## src/rtl/gpio_event_detect.sv

```systemverilog
module gpio_event_detect #(
  parameter int NPINS = 32
) (
  input  logic             clk,
  input  logic             rst_n,
  input  logic [NPINS-1:0] din_now,
  input  logic [NPINS-1:0] din_last,
  input  logic [NPINS-1:0] mode_edge,
  input  logic [NPINS-1:0] mode_any,
  input  logic [NPINS-1:0] evt_en,
  input  logic             clr_we,
  input  logic [NPINS-1:0] clr_mask,
  output logic [NPINS-1:0] evt_stat,
  output logic             irq
);

  logic [NPINS-1:0] moved, hit_lvl, hit_any, hit_rise, hits, keep;

  assign moved    = din_now ^ din_last;
  assign hit_lvl  = din_now & ~mode_edge;
  assign hit_any  = moved & mode_edge & mode_any;
  assign hit_rise = moved & din_now & mode_edge;
  assign hits     = hit_lvl | hit_any | hit_rise;
  assign keep     = clr_we ? (evt_stat & ~clr_mask) : evt_stat;

  always_ff @(posedge clk or negedge rst_n) begin
    if (!rst_n) begin
      evt_stat <= '0;
      irq      <= 1'b0;
    end else begin
      evt_stat <= keep | hits;
      irq      <= |(evt_stat & evt_en);
    end
  end

endmodule


```

## config.mk

```make
export PLATFORM = sky130hd
export DESIGN_NAME = gpio_event_detect
export DESIGN_NICKNAME = d
export VERILOG_FILES = /design/src/rtl/gpio_event_detect.sv
export SDC_FILE = /design/constraint.sdc
export NUM_CORES = 1
export LEC_CHECK = 0
export BUFFER_PORTS_ARGS = -buffer_cell sky130_fd_sc_hd__buf_2
export CORE_MARGIN = 8
export CORE_UTILIZATION = 34
export DETAILED_ROUTE_END_ITERATION = 7
export GPL_ROUTABILITY_DRIVEN = 0
export PLACE_DENSITY_LB_ADDON = 0.15
export SLEW_MARGIN = 15
export SYNTH_ARGS = -nofsm -noshare
export SYNTH_HDL_FRONTEND = slang
export SYNTH_SLANG_ARGS = --single-unit
```

## constraint.sdc

```tcl
create_clock -name clk -period 1.35 [get_ports clk]
set_clock_uncertainty 0.2 [all_clocks]
set_input_delay 0.27 -clock clk [delete_from_list [all_inputs] [get_ports clk]]
set_output_delay 0.27 -clock clk [all_outputs]
set_load 0.01 [all_outputs]
```

==> impl_metrics.yaml <==
global_routing:
  antenna_found_initial: 0
  grt_max_degree: 34
  grt_pass1_vias: 3448
  global_route.usage.total: 0.1858
  grt_pass1_wl_um: 15210
  globalRouteOverflowTotal: 0
worst_setup_path:
  startpoint_type: "register"
  cp.required_ns: 1.30
  critPathCaptureType: "register"
  arrival_ns: 1.48
  r2r_setup_slack_ns: -0.19
  criticalPathCategory: "reg2reg"
  cp_max_fo: 2
floorplanning:
  fp.dieArea_um2: 10300
  start_util: 0.3465
  fp.coreArea_um2: 7176
  io_pins: 228
  dieHeight_um: 101.5
  die_width_um: 101.5
  std_cell_rows: 31
timing:
  setup_ws_ns: -0.1884
  rsz0062_at_grt: "true"
  period_share: 1.140
  tightest_slew_ns: 0.1988
  max_freq_mhz: 650.0
  min_period_ns: 1.538
  hold_viol_final: 0
  setup_viol: 31
  maxSlewViolCount: 0
  slew_headroom: 0.8675
power:
  p_clk_frac: 0.226
  peakVddDrop_mv: 0.3825
  switching_share: 0.2884
  seq_power_share: 0.364
  switching_power_uw: 942.8
  power.density_nw_per_um2: 732.1
  intPower_uw: 2327
  report.power.total_uw: 3269
  pwr-share-comb: 0.410
  p_leak_uw: 0.002392
outcome:
  status: "finished with violations"
  violations: "negative setup slack"
job:
  drv_cap: 0
clock_tree:
  cts-root-buf: "clkbuf_8"
  htreeDepth: 2
  numCtsBuffers: 5
  clkSinkCount: 33
  clk_transition_reported_paths_ns: 0.06
  clock_latency_ns: 0.28
  cts_buffer_depth: 2
  cts_tree: "built"
cells_and_area:
  fin_area_um2: 4466
  nets: 808
  area_growth_syn_to_layout_pct: 79.62
  drive_above_1_share: 0.4785
  diodes: 0
synthesis:
  syn_area_per_cell_um2: 7.943
  yosysSeqAreaShare: 0.3322
  synth_cell_types: 12
  synth.yosys.warnings: 0
  syn_nets: 540
  synthCells: 313
  ys_ff_latch: 33
  synth_area_um2: 2486
placed_design:
  dp_hpwl_um: 8282
  portBuffers: 227
  place_area_um2: 4020
detailed_routing:
  detail-route-antenna-nets: 0
  detail_route.first_pass.iterations: 4
  routedWlPerCell_um: 14.24
  routed_via_density: 4.535
  routed_wl_um: 9685
  drc_errors: 0
  drt_iter0_markers: 26
  dr_total_vias: 3084
worst_hold_path:
  holdCritPathClass: "in2reg"
-- cells in the mapped netlist --
library cell  instances  area (um2)
clkbuf_1              3       11.26
a22oi_1              13       97.59
nand2_1              64       240.2
ha_1                 32       400.4
dfrtp_1              33       825.8
a22oi_2               3       37.54
or4_1                 1       7.510
inv_1                32       120.1
a21oi_1              32       160.2
nand4_1               4       25.02
o21ai_0              32       160.2
nor2b_1              64       400.4
-- final cells by class --
class / instances / area, um2
sequential: 33 / 825.8
fill: 679 / 2710
clock buffer: 7 / 86.33
timing repair buffer: 264 / 1750
multi-input combinational: 245 / 1559
inverter: 32 / 120.1
tap: 99 / 123.9
-- power groups by stage --
| stage | Sequential [uW] | Clock [uW] | Combinational (uW) |
|---|---|---|---|
| floorplan | 1250 | 0 | 346 |
| global placement | 1180 | 0 | 1090 |
| detailed placement | 1180 | 0 | 1110 |
| CTS | 1190 | 776 | 1350 |
| global route | 1200 | 807 | 1500 |
| finish | 1190 | 738 | 1340 |
-- layout by cell type (no fill, tap or decap) --
master and count:
buf_2 197, nor2b_1 64, nand2_1 64, buf_6 59
dfrtp_1 33, inv_1 32, o21ai_0 32, a21oi_1 32
ha_1 32, a22oi_2 9, a22oi_1 7, clkbuf_8 6
nand4_1 4, buf_4 4, buf_12 3, or4_1 1
clkbuf_1 1, dlygate4sd3_1 1
-- path summary, 6_finish.rpt --
check                                         end              startpoint  cells after the start
min in group asynchronous  evt_stat[14]$_DFF_PN0_                   rst_n                      3
setup reg to reg                    irq$_DFF_PN0_  evt_stat[14]$_DFF_PN0_                      3
hold reg to reg             evt_stat[8]$_DFF_PN0_   evt_stat[8]$_DFF_PN0_                      2
max in group asynchronous   evt_stat[4]$_DFF_PN0_                   rst_n                      3
setup / recovery                    irq$_DFF_PN0_  evt_stat[14]$_DFF_PN0_                      3
hold / removal             evt_stat[25]$_DFF_PN0_           mode_edge[25]                      3
-- logic make-up after synthesis --
kind of cell    share of synthesized area
fa+ha+maj                          0.1610
flops                              0.3322
simple gates                       0.2708
buf+inv                           0.05285
compound gates                     0.1832
-- sequential cells by signal (all words and copies together) (netlist names) --
name	flops
evt_stat	32
irq	1
-- timing repair --
item                                    CTS  global route
gates cloned                              0             0
hold buffers                              1             0
buffers inserted                          5             7
endpoints found under the setup margin   31            31
endpoints found under the hold margin    33             0
resized for setup                        67             9
pin swaps                                 3             1
-- metal layers --
metal	track usage	up-vias	wire length, um
met5	0	-	0
met4	0.05155	0	135
met3	0.06804	11	980
met2	0.3647	124	5288
met1	0.1732	1369	3281
li1	-	1580	-
-- critical path: stages (launching register included) --
cell     delay [ns]
dfrtp_1        0.40
a22oi_2        0.17
nand4_1        0.13
or4_1          0.52
-- per-stage QoR --
step,std cells,setup slack [ns],utilization,TNS (ns),hold slack [ns]
after floorplan,313,-0.1488,-,-0.1488,-0.2256
after global placement,669,-0.2388,0.5602,-0.2388,0.04340
after detailed placement,669,-0.2521,0.5602,-0.2521,0.04187
after CTS,680,-0.2118,0.6209,-1.375,0.01424
after global routing,680,-0.2555,0.6223,-2.211,0.02349
final,680,-0.1884,0.6223,-0.9822,0.02809
(Power assumes the default switching activity.)
